$ cat config.mk
export PLATFORM = sky130hd
export DESIGN_NAME = serial_tx
export DESIGN_NICKNAME = d
export VERILOG_FILES = /design/src/rtl/serial_tx_pkg.sv /design/src/rtl/sertx_edge.sv /design/src/rtl/sertx_hold.sv /design/src/rtl/sertx_pacer.sv /design/src/rtl/sertx_shift.sv /design/src/rtl/serial_tx.sv
export SDC_FILE = /design/constraint.sdc
export NUM_CORES = 1
export LEC_CHECK = 0
export ABC_CLOCK_PERIOD_IN_PS = 16200
export BUFFER_PORTS_ARGS = -buffer_cell sky130_fd_sc_hd__buf_2
export CORE_UTILIZATION = 68
export CTS_CLUSTER_DIAMETER = 120
export DETAILED_ROUTE_END_ITERATION = 8
export PLACE_DENSITY = 0.88
export SYNTH_ARGS = -nofsm -noshare
export SYNTH_HDL_FRONTEND = slang
export SYNTH_HIERARCHICAL = 1
export SYNTH_SLANG_ARGS = --single-unit
$ cat constraint.sdc
create_clock -name clk -period 16.2 [get_ports clk]
set_input_delay 0.81 -clock clk [delete_from_list [all_inputs] [get_ports clk]]
set_output_delay 0.81 -clock clk [all_outputs]
set_load 0.05 [all_outputs]
$ cat src/rtl/serial_tx_pkg.sv
package serial_tx_pkg;
  localparam int LEN_SEL_W = 2;

  typedef enum logic [1:0] {
    RATE_ONE    = 2'd0,
    RATE_MID    = 2'd1,
    RATE_HI     = 2'd2,
    RATE_HI_ALT = 2'd3
  } rate_e;
endpackage

$ cat src/rtl/sertx_edge.sv
module sertx_edge (
  input  logic clk,
  input  logic rst,
  input  logic txc,
  output logic tick
);
  logic txc_q;

  always_ff @(posedge clk) begin
    if (rst) txc_q <= 1'b0;
    else     txc_q <= txc;
  end

  // one-cycle pulse after each high-to-low transition of txc
  assign tick = txc_q & ~txc;

  a_r2_tick_single: assert property (@(posedge clk) disable iff (rst)
    tick |=> !tick);
endmodule

$ cat src/rtl/sertx_hold.sv
module sertx_hold #(
  parameter int DATA_W = 8
) (
  input  logic              clk,
  input  logic              rst,
  input  logic              in_valid,
  input  logic [DATA_W-1:0] in_data,
  output logic              in_ready,
  input  logic              accept_en,
  input  logic              take,
  output logic              full,
  output logic [DATA_W-1:0] data
);
  logic accept;

  assign in_ready = ~full;
  assign accept   = in_valid & in_ready;

  always_ff @(posedge clk) begin
    if (rst) begin
      full <= 1'b0;
      data <= '0;
    end else if (take) begin
      full <= 1'b0;
    end else if (accept && accept_en) begin
      full <= 1'b1;
      data <= in_data;
    end
  end

  a_r9_drop_when_disabled: assert property (@(posedge clk) disable iff (rst)
    (accept && !accept_en) |=> !full);

  a_r6_data_held: assert property (@(posedge clk) disable iff (rst)
    (full && !take) |=> (full && $stable(data)));
endmodule

$ cat src/rtl/sertx_pacer.sv
module sertx_pacer
  import serial_tx_pkg::*;
#(
  parameter int RATE_MID_X = 16,
  parameter int RATE_HI_X  = 64,
  localparam int CNT_W = (RATE_HI_X > 1) ? $clog2(RATE_HI_X) : 1,
  localparam int LIM_W = CNT_W + 1
) (
  input  logic  clk,
  input  logic  rst,
  input  logic  tick,
  input  logic  start,
  input  logic  busy,
  input  logic  sync_mode,
  input  rate_e rate,
  output logic  bit_end
);
  logic [CNT_W-1:0] cnt_q;
  logic [LIM_W-1:0] lim_q;
  logic [LIM_W-1:0] lim_sel;

  always_comb begin
    if (sync_mode) begin
      lim_sel = LIM_W'(1);
    end else begin
      case (rate)
        RATE_ONE: lim_sel = LIM_W'(1);
        RATE_MID: lim_sel = LIM_W'(RATE_MID_X);
        default:  lim_sel = LIM_W'(RATE_HI_X);
      endcase
    end
  end

  assign bit_end = tick & busy & ({1'b0, cnt_q} == (lim_q - LIM_W'(1)));

  // the multiple is latched at frame start, so config may move mid-frame
  always_ff @(posedge clk) begin
    if (rst) begin
      cnt_q <= '0;
      lim_q <= LIM_W'(1);
    end else if (start) begin
      cnt_q <= '0;
      lim_q <= lim_sel;
    end else if (tick && busy) begin
      cnt_q <= bit_end ? '0 : cnt_q + CNT_W'(1);
    end
  end

  a_r4_count_bound: assert property (@(posedge clk) disable iff (rst)
    busy |-> ({1'b0, cnt_q} < lim_q));

  a_r2_count_on_tick: assert property (@(posedge clk) disable iff (rst)
    !$stable(cnt_q) |-> $past(tick));
endmodule

$ cat src/rtl/sertx_shift.sv
module sertx_shift #(
  parameter int DATA_W   = 8,
  parameter int MIN_BITS = 5,
  localparam int FRAME_W = DATA_W + 4,
  localparam int LEN_W   = $clog2(FRAME_W + 1)
) (
  input  logic              clk,
  input  logic              rst,
  input  logic              tick,
  input  logic              bit_end,
  input  logic              hold_full,
  input  logic [DATA_W-1:0] hold_data,
  input  logic              sync_mode,
  input  logic [1:0]        len_sel,
  input  logic              par_en,
  input  logic              par_odd,
  input  logic              two_stop,
  output logic              start,
  output logic              busy,
  output logic              line_bit
);
  logic [FRAME_W-1:0] sh_q;
  logic [LEN_W-1:0]   left_q;
  logic [FRAME_W-1:0] fbits;
  logic [LEN_W-1:0]   flen;
  logic [LEN_W-1:0]   pos;
  logic               par;
  logic               last_end;
  int                 nbits;

  // assemble the outgoing frame, bit 0 first on the line
  always_comb begin
    fbits = '1;
    pos   = '0;
    par   = par_odd;
    nbits = MIN_BITS + int'(len_sel);
    if (nbits > DATA_W) nbits = DATA_W;
    if (!sync_mode) begin
      fbits[0] = 1'b0;
      pos      = LEN_W'(1);
    end
    for (int i = 0; i < DATA_W; i++) begin
      if (i < nbits) begin
        fbits[pos] = hold_data[i];
        par        = par ^ hold_data[i];
        pos        = pos + LEN_W'(1);
      end
    end
    if (par_en) begin
      fbits[pos] = par;
      pos        = pos + LEN_W'(1);
    end
    if (!sync_mode) pos = pos + (two_stop ? LEN_W'(2) : LEN_W'(1));
    flen = pos;
  end

  assign last_end = bit_end & (left_q == LEN_W'(1));
  assign start    = tick & hold_full & (~busy | last_end);
  assign line_bit = sh_q[0];

  always_ff @(posedge clk) begin
    if (rst) begin
      sh_q   <= '1;
      left_q <= '0;
      busy   <= 1'b0;
    end else if (start) begin
      sh_q   <= fbits;
      left_q <= flen;
      busy   <= 1'b1;
    end else if (bit_end) begin
      sh_q   <= {1'b1, sh_q[FRAME_W-1:1]};
      left_q <= left_q - LEN_W'(1);
      if (last_end) busy <= 1'b0;
    end
  end

  a_r2_shift_on_tick: assert property (@(posedge clk) disable iff (rst)
    !$stable(sh_q) |-> $past(tick));

  a_r5_start_bit: assert property (@(posedge clk) disable iff (rst)
    (start && !sync_mode) |=> !line_bit);

  a_r12_no_gap: assert property (@(posedge clk) disable iff (rst)
    (last_end && hold_full) |=> busy);
endmodule

$ cat src/rtl/serial_tx.sv
module serial_tx
  import serial_tx_pkg::*;
#(
  parameter int DATA_W     = 8,
  parameter int MIN_BITS   = 5,
  parameter int RATE_MID_X = 16,
  parameter int RATE_HI_X  = 64
) (
  input  logic              clk,
  input  logic              rst,
  input  logic              txc,
  input  logic              cfg_sync,
  input  logic [1:0]        cfg_rate,
  input  logic [1:0]        cfg_len,
  input  logic              cfg_par_en,
  input  logic              cfg_par_odd,
  input  logic              cfg_two_stop,
  input  logic              tx_en,
  input  logic              cts_n,
  input  logic              brk,
  input  logic              in_valid,
  input  logic [DATA_W-1:0] in_data,
  output logic              in_ready,
  output logic              txd,
  output logic              tx_ready,
  output logic              tx_empty
);
  logic              tick;
  logic              start;
  logic              busy;
  logic              line_bit;
  logic              bit_end;
  logic              hold_full;
  logic [DATA_W-1:0] hold_data;
  logic              en;
  rate_e             rate_sel;

  assign en       = tx_en & ~cts_n;
  assign rate_sel = rate_e'(cfg_rate);

  sertx_edge u_edge (
    .clk  (clk),
    .rst  (rst),
    .txc  (txc),
    .tick (tick)
  );

  sertx_hold #(.DATA_W(DATA_W)) u_hold (
    .clk       (clk),
    .rst       (rst),
    .in_valid  (in_valid),
    .in_data   (in_data),
    .in_ready  (in_ready),
    .accept_en (en),
    .take      (start),
    .full      (hold_full),
    .data      (hold_data)
  );

  sertx_pacer #(.RATE_MID_X(RATE_MID_X), .RATE_HI_X(RATE_HI_X)) u_pacer (
    .clk       (clk),
    .rst       (rst),
    .tick      (tick),
    .start     (start),
    .busy      (busy),
    .sync_mode (cfg_sync),
    .rate      (rate_sel),
    .bit_end   (bit_end)
  );

  sertx_shift #(.DATA_W(DATA_W), .MIN_BITS(MIN_BITS)) u_shift (
    .clk       (clk),
    .rst       (rst),
    .tick      (tick),
    .bit_end   (bit_end),
    .hold_full (hold_full),
    .hold_data (hold_data),
    .sync_mode (cfg_sync),
    .len_sel   (cfg_len),
    .par_en    (cfg_par_en),
    .par_odd   (cfg_par_odd),
    .two_stop  (cfg_two_stop),
    .start     (start),
    .busy      (busy),
    .line_bit  (line_bit)
  );

  assign txd      = brk ? 1'b0 : (busy ? line_bit : 1'b1);
  assign tx_ready = ~hold_full & en;
  assign tx_empty = ~busy & ~hold_full;

  a_r7_ready_drop: assert property (@(posedge clk) disable iff (rst)
    (in_valid && in_ready && tx_en && !cts_n) |=> !tx_ready);

  a_r8_kept_after_disable: assert property (@(posedge clk) disable iff (rst)
    (hold_full && !en) |=> (hold_full || busy));
endmodule

After elaboration in Yosys (flattened, before gate mapping)

Index checks and enable logic that the tools add are counted.

Bits in registers: 40
Latch bits: 0
Memory bits (writable): 0
Memory bits (read-only): 0
Input bits: 23
Logic and storage cells: 163
Memories: 0

Add/sub/neg operators: 14
$mul: 0
Div/mod/pow operators: 0
$lt $le $gt $ge: 27
Equality and inequality tests: 3
Shift-type cells: 0
Multiplexer cells: 70
Bitwise logic cells: 24
Reductions and logical operators: 17

Operators by type and width:

| kind                  | count |
|---|---|
| $mux W12              | 11 |
| $lt A4 B32 Y1 const A | 4 |
| $bwmux W12            | 9 |
| $lt A3 B32 Y1 const A | 2 |
| $mux W4               | 12 |
| $lt A4 B5 Y1 const B  | 8 |
| $demux W1 S4          | 9 |
| $add A4 B1 Y4 const B | 8 |
| $ge A4 B1 Y1 const B  | 8 |
| $gt A32 B5 Y1 const B | 1 |
| $lt A1 B32 Y1 const A | 1 |
| $lt A2 B32 Y1 const A | 1 |
| $mux W32              | 1 |
| $mux W1               | 24 |
| $pmux W7 S2           | 1 |
| $logic_and A1 B1 Y1   | 11 |
| $and A1 B1 Y1         | 10 |
| $xor A1 B1 Y1         | 8 |
| $eq A6 B7 Y1          | 1 |
| $mux W7               | 1 |
| $sub A7 B1 Y7 const B | 1 |
| $add A6 B1 Y6 const B | 1 |
| $mux W6               | 1 |
| $lt A1 B5 Y1 const B  | 1 |
| other kinds (14)      | 20 |

Longest topological paths before layout

Gate-level depths: netlist of run 1.

Word-level depth: 26
Gate-level depth with buffers: 31

Hierarchy

The synthesis of run 1 kept the hierarchy.

Modules (own cells, without submodules):

| module      | times used | cells an instance | area an instance (um^2) | seq. area each (um^2) |
|---|---|---|---|---|
| sertx_shift | 1          | 488               | 3739.8                  | 340.3 |
| sertx_pacer | 1          | 55                | 504.2                   | 180.2 |
| sertx_hold  | 1          | 39                | 401.6                   | 180.2 |
| serial_tx   | 1          | 5                 | 40.0                    | 0.0 |
| sertx_edge  | 1          | 3                 | 35.0                    | 20.0 |

Worst setup path after synthesis of run 1

OpenSTA, ideal clock, no wires.

Path type: in2reg
From: in cfg_sync
To: reg u_shift.left_q[3]
Library setup time: 86 ps
Arrival: 6737 ps
Data required time: 16114 ps
Path slack: 9377 ps
Stages on the path: 31
Cell sequence: clkbuf_1 inv_1 ha_1 buf_4 buf_2 inv_1 ha_1 clkbuf_1 ha_1 inv_1 ha_1 mux2i_1 ha_1 nor2_1 a21o_1 ha_1 nand2_1 o21ai_0 inv_1 ha_1 nor2b_1 a211oi_1 ha_1 mux2_2 ha_1 a21oi_1 nor2_1 nor3b_1 a22oi_1 xor2_1 a211oi_1

Word-level cells in the longest chain between the ends: 22

Ends and longest elaborated chain:

| item                 | RTL line          | source |
|---|---|---|
| start, declared      | serial_tx.sv:12   | `input logic cfg_sync,` |
| $mux W1              | sertx_shift.sv:38 | `if (!sync_mode) begin` |
| $add A1 B1 Y2        | sertx_shift.sv:46 | `pos = pos + LEN_W'(1);` |
| $mux W4              | sertx_shift.sv:43 | `if (i < nbits) begin` |
| $add A4 B1 Y4        | sertx_shift.sv:46 |  |
| $mux W4              | sertx_shift.sv:43 |  |
| $add A4 B1 Y4        | sertx_shift.sv:46 |  |
| $mux W4              | sertx_shift.sv:43 |  |
| $add A4 B1 Y4        | sertx_shift.sv:46 |  |
| [... 6 more ...]     | n/a               |  |
| $mux W4              | sertx_shift.sv:43 |  |
| $add A4 B1 Y4        | sertx_shift.sv:46 |  |
| $mux W4              | sertx_shift.sv:43 |  |
| $add A4 B1 Y4        | sertx_shift.sv:51 | `pos = pos + LEN_W'(1);` |
| $mux W4              | sertx_shift.sv:49 | `if (par_en) begin` |
| $add A4 B4 Y4        | sertx_shift.sv:53 | `if (!sync_mode) pos = pos + (two_stop ? LEN_W'(2) : LEN_W'(1));` |
| $mux W4 *            | sertx_shift.sv:53 |  |
| $mux W4 *            | sertx_shift.sv:66 | `end else if (start) begin` |
| end signal, assigned | sertx_shift.sv:68 | `left_q <= flen;` |
| end signal, assigned | sertx_shift.sv:72 | `left_q <= left_q - LEN_W'(1);` |
| end, declared        | sertx_shift.sv:23 | `logic [LEN_W-1:0] left_q;` |

Mark *: on every way between the ends. The rest lies on a longest branch, timed or not.
A chain may end at the register's enable or synchronous reset.

Worst setup path after layout of run 1

Same ends and word-level chain as after synthesis.

==> impl_metrics.tcl, run 1 <==
set metrics [dict create \
    io_pins 27 \
    num_rows 30 \
    rsz0062_at_grt "no" \
    worstSetupPathType "input pin to flop" \
    netlist_top_cells_area "dfxtp_1, ha_1, mux2i_1" \
    synth_cell_types 90 \
    startpoint_type "input pin" \
    maxCapViolCount 0 \
    relSlewSlack 0.348 \
    setup_ws_ns 8.79 \
    yosysTopAreaCell "dfxtp_1" \
    synth_top_area_share 0.153 \
    first_pass_iters 5 \
    synth_seq_area_share 0.153 \
    gp_congestion 0.994 \
    placedCellCount 656 \
    crit_fanout 23 \
    synth_most_common_cell "mux2i_1" \
    cts_htree_levels 2 \
    grt_pass1_vias 4191 \
    ant_nets 0 \
    coreArea_mm2 0.00676 \
    portBuffers 26 \
    cts_setup_buffers 0 \
    ir_worst_vdd_uv 68.1 \
    hpwl_um 9150 \
    synth_common_cells "mux2i_1, nand2_1, dfxtp_1, ha_1, nor2_1" \
    clk_latency_ns 0.30 \
    critical_path_arrival_ns 7.62 \
    cts_hold_buffers 0 \
    post_drt_wl_per_cell_um 18.4 \
    finalClockSkew_ns 0.00888 \
    die_h_um 85.3 \
    vias 4512 \
    syn_inst 590 \
    fin_nets 643 \
    syn-cell-area_mm2 0.00472 \
    clock-sinks 36 \
    clk_pin_slew_ns 0.07 \
    totalWireLength_um 12200 \
    cts_tree "yes" \
    grt_pass1_wl_um 19700 \
    cp.required_ns 16.41 \
    tns_ns 0 \
    fin_cells 664 \
    synth-main-ff-cell "dfxtp_1" \
    post_dp_cell_area_mm2 0.00476 \
    yosysWarnings 6 \
    cts_resized 0 \
    hold_class "flop to flop" \
    cts.path.max_buffers 2 \
    grt_overflow 0 \
    drive_gt1_frac 0.135 \
    slew_viol_final 0 \
    place_ws_ns 8.58 \
    tightest_slew_ns 0.972 \
    synth_area_per_cell_um2 8.00 \
    dr.first_iter.drc_count 284 \
    grt_use_total 0.336 \
    async_flop_share 0 \
    via_per_inst 6.80 \
    die_area_mm2 0.00728 \
    syn_to_final_growth_pct 2.81 \
    fin_util 0.718 \
    root_buffer "clkbuf_8" \
    setup_viol 0 \
    powerDensity_mw_per_mm2 90.2 \
    antenna_found_initial 0 \
    finalCriticalPeriod_ns 7.41 \
    p_leak_nw 1.82 \
    diodes 0 \
    drc 0 \
    hold_viol 0 \
    fin_crit_sh 0.457 \
    synth_seq_cells 36 \
    fmax_mhz 135 \
    fin_area_mm2 0.00485 \
    die_w_um 85.3 \
    grt_max_degree 40 \
    critPathCaptureType "flop" \
    status "finished, final reports clean" \
    synth_edf_count 0 \
    start_util 0.699 \
    cts-buffers-inserted 5 \
]
==> metrics by stage <==
stage	power, mW	hold WS [ns]
after global placement	0.353	0.472
after global routing	0.465	0.522
after floorplan	0.311	0.448
after detailed placement	0.362	0.490
final	0.438	0.500
after CTS	0.430	0.503
==> cells in the final DEF, fill, tap and decap left out, drive strengths merged, types with 15 or more instances in the layout <==
| cell | count |
|---|---|
| nor4 | 16 |
| inv | 28 |
| xnor2 | 20 |
| a21oi | 26 |
| or3 | 15 |
| dfxtp | 36 |
| ha | 36 |
| nand2b | 27 |
| mux2 | 21 |
| o21ai | 25 |
| mux2i | 41 |
| nor3 | 17 |
| nand3 | 18 |
| buf | 27 |
| nor2 | 35 |
| nand2 | 40 |
==> registers in the layout (all words and copies together), names as in the netlist <==
register and count:
u_shift/sh_q 12, u_hold/data 8, u_pacer/cnt_q 6, u_shift/left_q 4, u_pacer/lim_q 3, u_edge/txc_q 1, u_hold/full 1, u_shift/busy 1
==> metal layers <==
layer | track usage | routed length (µm) | vias to the layer above
li1 | - | - | 2149
met1 | 0.431 | 5330 | 2122
met2 | 0.584 | 5770 | 215
met3 | 0.0496 | 874 | 26
met4 | 0.0985 | 244 | 0
met5 | 0 | 0 | -
==> kinds of logic after synthesis <==
family	after synthesis	share of synthesized area
AND/OR/NAND/NOR	222	0.267
AO/OA/AOI/OAI	127	0.190
buffers and inverters	70	0.0652
multiplexers	62	0.139
adder cells (fa/ha/maj)	38	0.102
flip-flops	36	0.153
XOR/XNOR	34	0.0840
other	1	0.000794
==> critical path, stage by stage <==
cell and delay (ns):
buf_2 0.26, inv_1 0.13, ha_1 0.85, inv_1 0.23, ha_1 0.46, ha_1 0.29
inv_1 0.10, ha_1 0.34, mux2i_1 0.15, ha_1 0.39, nor2_1 0.05, a21o_1 0.25
ha_1 0.40, nand2_1 0.06, o21ai_0 0.16, inv_1 0.12, ha_1 0.30, nor2b_1 0.05
a211oi_1 0.39, ha_1 0.32, mux2_2 0.31, ha_1 0.28, a21oi_1 0.14, nor2_1 0.07
nor3b_1 0.20, a22oi_1 0.10, xor2_1 0.19, a211oi_1 0.22
==> final timing paths <==
check                                       from                 to  slack [ns]  cells after the start
worst max-delay path                    cfg_sync  u_shift/left_q[3]        8.79                     28
worst min-delay path            u_pacer/lim_q[6]   u_pacer/lim_q[6]        0.50                      2
worst max register to register  u_pacer/lim_q[0]     u_hold/data[6]       12.64                     10
worst min register to register  u_pacer/lim_q[6]   u_pacer/lim_q[6]        0.50                      2
==> power breakdown <==
part / total, mW / internal, mW / switching (mW) / leakage, nW
Clock: 0.0675 / 0.0345 / 0.0330 / 0.0445
Sequential: 0.0926 / 0.0900 / 0.00264 / 0.292
Combinational: 0.278 / 0.104 / 0.174 / 1.48
==> area by class of cell <==
cell class                 count  area (µm²)
clock buffer                   7        86.3
clock inverter                 1        7.51
fill                         518        1900
inverter                      28         105
multi-input combinational    485        3700
sequential                    36         721
tap                           80         100
timing repair buffer          27         138
Note: power is estimated with default switching activity, not from simulation.
==> inputs of run 2 (changes only) <==
ABC_CLOCK_PERIOD_IN_PS = 6800   (was 16200)
CORE_UTILIZATION = 57   (was 68)
PLACE_DENSITY = 0.78   (was 0.88)
clock period = 6.8 ns   (was 16.2 ns; I/O delays follow)
==> impl_metrics.tcl, run 2 (synthesis gave the netlist of run 1 again) <==
set metrics [dict create \
    status "finished, final reports clean" \
    largest_register_ffs 12 \
    fmax_mhz 164 \
    clk_latency_ns 0.28 \
    cts_resized 0 \
    antenna_found_initial 0 \
    finalClockSkew_ns 0.00701 \
    grt_use_total 0.280 \
    clock-sinks 36 \
    die_h_um 93.0 \
    hold_class "input pin to flop" \
    slew_viol_final 0 \
    setup_viol 0 \
    io_pins 27 \
    p_leak_nw 1.83 \
    final_common_cell "mux2i_1" \
    clk_pin_slew_ns 0.07 \
    top_register "u_shift/sh_q" \
    relSlewSlack 0.275 \
    finalPower_mw 1.04 \
    fin_crit_sh 0.896 \
    hpwl_um 9150 \
    grt_pass1_wl_um 19700 \
    pwr-share-comb 0.638 \
    num_rows 32 \
    clockPowerShare 0.150 \
    drive_gt1_frac 0.140 \
    coreArea_mm2 0.00789 \
    diodes 0 \
    first_pass_iters 5 \
    worstSetupPathType "input pin to flop" \
    die_w_um 93.0 \
    critPathCaptureType "flop" \
    syn_to_final_growth_pct 3.87 \
    cts_hold_buffers 0 \
    via_per_inst 6.49 \
    grt_overflow 0 \
    crit_fanout 13 \
    layout_common_cells "mux2i_1, nand2_1, dfxtp_1, ha_1, nor2_1" \
    top_regs "u_shift/sh_q: 12 flops, u_hold/data: 8 flops, u_pacer/cnt_q: 6 flops" \
    cts_setup_buffers 0 \
    cp.required_ns 6.99 \
    tightest_slew_ns 1.06 \
    grt_max_degree 40 \
    portBuffers 26 \
    grt_pass1_vias 4200 \
    met3_length_um 756 \
    fill_cells 693 \
    wl_met1_um 5340 \
    drc 0 \
    start_util 0.599 \
    finalCriticalPeriod_ns 6.09 \
    post_drt_wl_per_cell_um 17.5 \
    netSwitchingPower_mw 0.492 \
    seq_power_share 0.212 \
    gp_congestion 0.951 \
    internal-power_mw 0.546 \
    p_sw_frac 0.474 \
    cts-buffers-inserted 5 \
    dr.first_iter.drc_count 385 \
    fin_util 0.622 \
    ant_nets 0 \
    totalWireLength_um 12000 \
    startpoint_type "input pin" \
    root_buffer "clkbuf_8" \
    cts_tree "yes" \
    ir_worst_vdd_uv 132 \
    fin_nets 646 \
    routed.top_layer "met4" \
    die_area_mm2 0.00865 \
    cts.path.max_buffers 2 \
    tns_ns 0 \
    cts_htree_levels 2 \
    powerDensity_mw_per_mm2 212 \
    rsz0062_at_grt "no" \
    vias 4471 \
    hold_viol 0 \
    met2_length_um 5690 \
    critical_path_arrival_ns 6.28 \
    maxCapViolCount 0 \
]
-- run 2: cell types whose count changed in the layout (fill, tap and decap cells not counted), sizes merged --
cell / previous run / this run
buf: 27 / 30
-- run 2: area by class of cell --
class | count | area, µm² | area share
Clock buffer | 7 | 86.3 | 0.0176
Clock inverter | 1 | 7.51 | 0.00153
Inverter | 28 | 105 | 0.0214
Multi-Input combinational cell | 485 | 3700 | 0.754
Sequential cell | 36 | 721 | 0.147
Tap cell | 102 | 128 | 0.0260
Timing Repair Buffer | 30 | 160 | 0.0327
-- run 2: worst paths after layout --
kind	startpoint	to	slack (ns)	cells after the start
worst max register to register	u_pacer/lim_q[0]	u_hold/data[1]	2.93	11
worst max-delay path	cfg_sync	u_shift/left_q[3]	0.71	28
worst min register to register	u_pacer/lim_q[6]	u_pacer/lim_q[6]	0.50	2
worst min-delay path	txc	u_edge/txc_q	0.28	2
-- run 2: critical path, cell delays in order --
cell,delay [ns]
buf_2,0.26
inv_1,0.12
ha_1,0.31
inv_1,0.09
ha_1,0.41
ha_1,0.28
inv_1,0.08
ha_1,0.27
mux2i_1,0.30
ha_1,0.22
nor2_1,0.05
a21o_1,0.25
ha_1,0.40
nand2_1,0.06
o21ai_0,0.14
inv_1,0.12
ha_1,0.30
nor2b_1,0.06
a211oi_1,0.39
ha_1,0.32
mux2_2,0.31
ha_1,0.28
a21oi_1,0.12
nor2_1,0.07
nor3b_1,0.21
a22oi_1,0.10
xor2_1,0.19
a211oi_1,0.22
-- run 2: routing by layer --
layer | GRT usage | vias up
li1 | - | 2153
met1 | 0.366 | 2106
met2 | 0.483 | 189
met3 | 0.0317 | 23
met4 | 0.0846 | 0
met5 | 0 | -
-- run 2: through the flow --
| stage | hold slack, ns | worst slack (ns) | instances | cell area [µm²] |
|---|---|---|---|---|
| 5_1_grt | 0.273 | 0.283 | 689 | 4900 |
| 2_1_floorplan | 0.406 | 0.447 | 591 | 4720 |
| 6_report | 0.282 | 0.710 | 689 | 4900 |
| 3_5_place_dp | 0.490 | 0.503 | 681 | 4810 |
| 4_1_cts | 0.274 | 0.781 | 689 | 4900 |
| 3_3_place_gp | 0.481 | 0.690 | 681 | 4810 |
-- run 2: power by group through the flow --
stage | logic [mW] | clock network, mW | registers (mW)
6_report | 0.662 | 0.156 | 0.220
5_1_grt | 0.720 | 0.170 | 0.221
4_1_cts | 0.643 | 0.160 | 0.220
3_5_place_dp | 0.640 | 0 | 0.225
3_3_place_gp | 0.623 | 0 | 0.225
2_1_floorplan | 0.519 | 0 | 0.222
==> inputs of run 3 (changes only) <==
PLACE_DENSITY = 0.79   (was 0.78)
SYNTH_HIERARCHICAL = unset   (was 1)
==> impl_metrics.tcl, run 3 <==
set metrics [dict create \
    via_per_inst 6.33 \
    hold_depth 3 \
    cts_htree_levels 2 \
    top_regs "u_shift.sh_q: 12 flops, u_hold.data: 8 flops, u_pacer.cnt_q: 6 flops" \
    timing.rr.start "u_pacer.lim_q[0]" \
    cts_hold_buffers 0 \
    startpoint_type "input pin" \
    clk_pin_slew_ns 0.07 \
    grt_overflow 0 \
    worstSetupPathType "input pin to flop" \
    finalClockSkew_ns 0.0125 \
    layout_common_cells "nand2_1, nor2_1, dfxtp_1" \
    holdWs_ns 0.307 \
    p_sw_frac 0.479 \
    synth_most_common_cell "nand2_1" \
    placedCellCount 676 \
    fill_cells 668 \
    netlist_top_cells_area "dfxtp_1, ha_1, nand2_1" \
    yosysWarnings 0 \
    finalPower_mw 1.01 \
    syn_inst 583 \
    synth_edf_count 0 \
    portBuffers 26 \
    pwr-share-comb 0.622 \
    totalWireLength_um 11600 \
    slew_viol_final 0 \
    internal-power_mw 0.524 \
    tightest_slew_ns 0.880 \
    hp-start "in_data[2]" \
    grt_max_degree 28 \
    finalCriticalPeriod_ns 6.12 \
    netSwitchingPower_mw 0.481 \
    seq_power_share 0.219 \
    antenna_found_initial 0 \
    diodes 0 \
    cts.path.max_buffers 2 \
    top_register "u_shift.sh_q" \
    syn-cell-area_mm2 0.00435 \
    holdPathEnd "u_hold.data[2]" \
    tns_ns 0 \
    ir_worst_vdd_uv 268 \
    cts_tree "yes" \
    hold_viol 0 \
    rr_worst_depth 10 \
    setup_ws_ns 0.677 \
    vias 4332 \
    hold_class "input pin to flop" \
    fin_cells 684 \
    hpwl_um 9020 \
    io_pins 27 \
    grt_use_total 0.298 \
    async_flop_share 0 \
    cts-buffers-inserted 5 \
    clk_latency_ns 0.29 \
    setup_viol 0 \
    final_common_cell "nand2_1" \
    rrSetupSlack_ns 3.42 \
    first_pass_iters 5 \
    fmax_mhz 163 \
    synth_area_per_cell_um2 7.45 \
    r2r-end "u_shift.sh_q[3]" \
    dr.first_iter.drc_count 522 \
    p_leak_nw 1.81 \
    die_w_um 89.3 \
    num_rows 31 \
    synth_cell_types 76 \
    fin_nets 643 \
    status "finished, final reports clean" \
    synth_seq_cells 36 \
    relSlewSlack 0.409 \
    yosysTopAreaCell "dfxtp_1" \
    root_buffer "clkbuf_8" \
    largest_register_ffs 12 \
    synth_seq_area_share 0.166 \
    rsz0062_at_grt "no" \
    coreArea_mm2 0.00729 \
    fin_crit_sh 0.900 \
    grt_pass1_vias 3892 \
    ant_nets 0 \
    syn_to_final_growth_pct 4.89 \
    synth_common_cells "nand2_1, nor2_1, dfxtp_1" \
    maxCapViolCount 0 \
    gp_congestion 1.04 \
    critical_path_arrival_ns 6.32 \
    clockPowerShare 0.159 \
    crit_fanout 11 \
    synth_top_area_share 0.166 \
    cts_resized 0 \
    cts_setup_buffers 0 \
    cp.required_ns 7.00 \
    critPathCaptureType "flop" \
    drive_gt1_frac 0.120 \
    drc 0 \
    post_drt_wl_per_cell_um 17.0 \
    die_area_mm2 0.00798 \
    clock-sinks 36 \
    synth-main-ff-cell "dfxtp_1" \
    grt_pass1_wl_um 18700 \
    start_util 0.596 \
    place_ws_ns 0.426 \
    die_h_um 89.3 \
    powerDensity_mw_per_mm2 221 \
]
[run 3: power by group through the flow]
| stage | Sequential (mW) | Combinational (mW) | Clock, mW |
|---|---|---|---|
| floorplan | 0.221 | 0.484 | 0 |
| global placement | 0.224 | 0.591 | 0 |
| detailed placement | 0.225 | 0.606 | 0 |
| CTS | 0.220 | 0.609 | 0.161 |
| global route | 0.221 | 0.676 | 0.172 |
| finish | 0.220 | 0.626 | 0.160 |
[run 3: cell families after synthesis]
group                    Yosys count  share of synthesized area
XOR/XNOR                          38                     0.0919
adder cells (fa/ha/maj)           36                      0.105
other                              1                   0.000863
flip-flops                        36                      0.166
multiplexers                      40                     0.0990
AND/OR/NAND/NOR                  236                      0.264
AO/OA/AOI/OAI                    127                      0.206
buffers and inverters             69                     0.0665
[run 3: how the worst max path moves through the flow]
stage,from,endpoint
after floorplan,cfg_sync,u_shift.left_q[3]
after global placement,cfg_sync,u_shift.left_q[3]
after detailed placement,cfg_sync,u_shift.left_q[3]
after CTS,cfg_sync,u_shift.left_q[3]
after global routing,cfg_sync,u_shift.left_q[3]
final,cfg_sync,u_shift.left_q[3]
[run 3: area by class of cell]
cell class                 instances  area [µm²]  area share
sequential                        36         721       0.158
clock buffer                       7        86.3      0.0189
timing repair buffer              30         160      0.0351
multi-input combinational        480        3340       0.733
tap                               99         124      0.0272
clock inverter                     1        7.51     0.00165
inverter                          31         116      0.0255
[run 3: routing by layer]
metal	wire length [µm]	vias to the layer above	global-route usage
met1	5460	2042	0.410
met3	636	28	0.0277
met5	0	-	0
met2	5300	170	0.492
li1	-	2092	-
met4	227	0	0.0967
[run 3: metrics by stage]
| step | instance area [µm²] | util |
|---|---|---|
| detailed placement | 4460 | 0.612 |
| global route | 4560 | 0.625 |
| finish | 4560 | 0.625 |
| CTS | 4560 | 0.625 |
| floorplan | 4350 | - |
| global placement | 4460 | 0.612 |
[run 3: worst max-delay path, cell delays in order]
cell and delay, ns:
buf_2 0.21, inv_1 0.13, ha_1 0.31, inv_1 0.04, ha_1 0.34, ha_1 0.32, ha_1 0.34, a21boi_0 0.35
ha_1 0.31, a221oi_1 0.70, ha_1 0.39, a21oi_1 0.22, ha_1 0.28, nand2_1 0.06, o21ai_0 0.16, ha_1 0.36
mux2i_1 0.41, ha_1 0.32, a21oi_1 0.13, nor2_1 0.05, nand2_1 0.08, xnor2_1 0.13, xnor2_1 0.09, a211oi_1 0.22
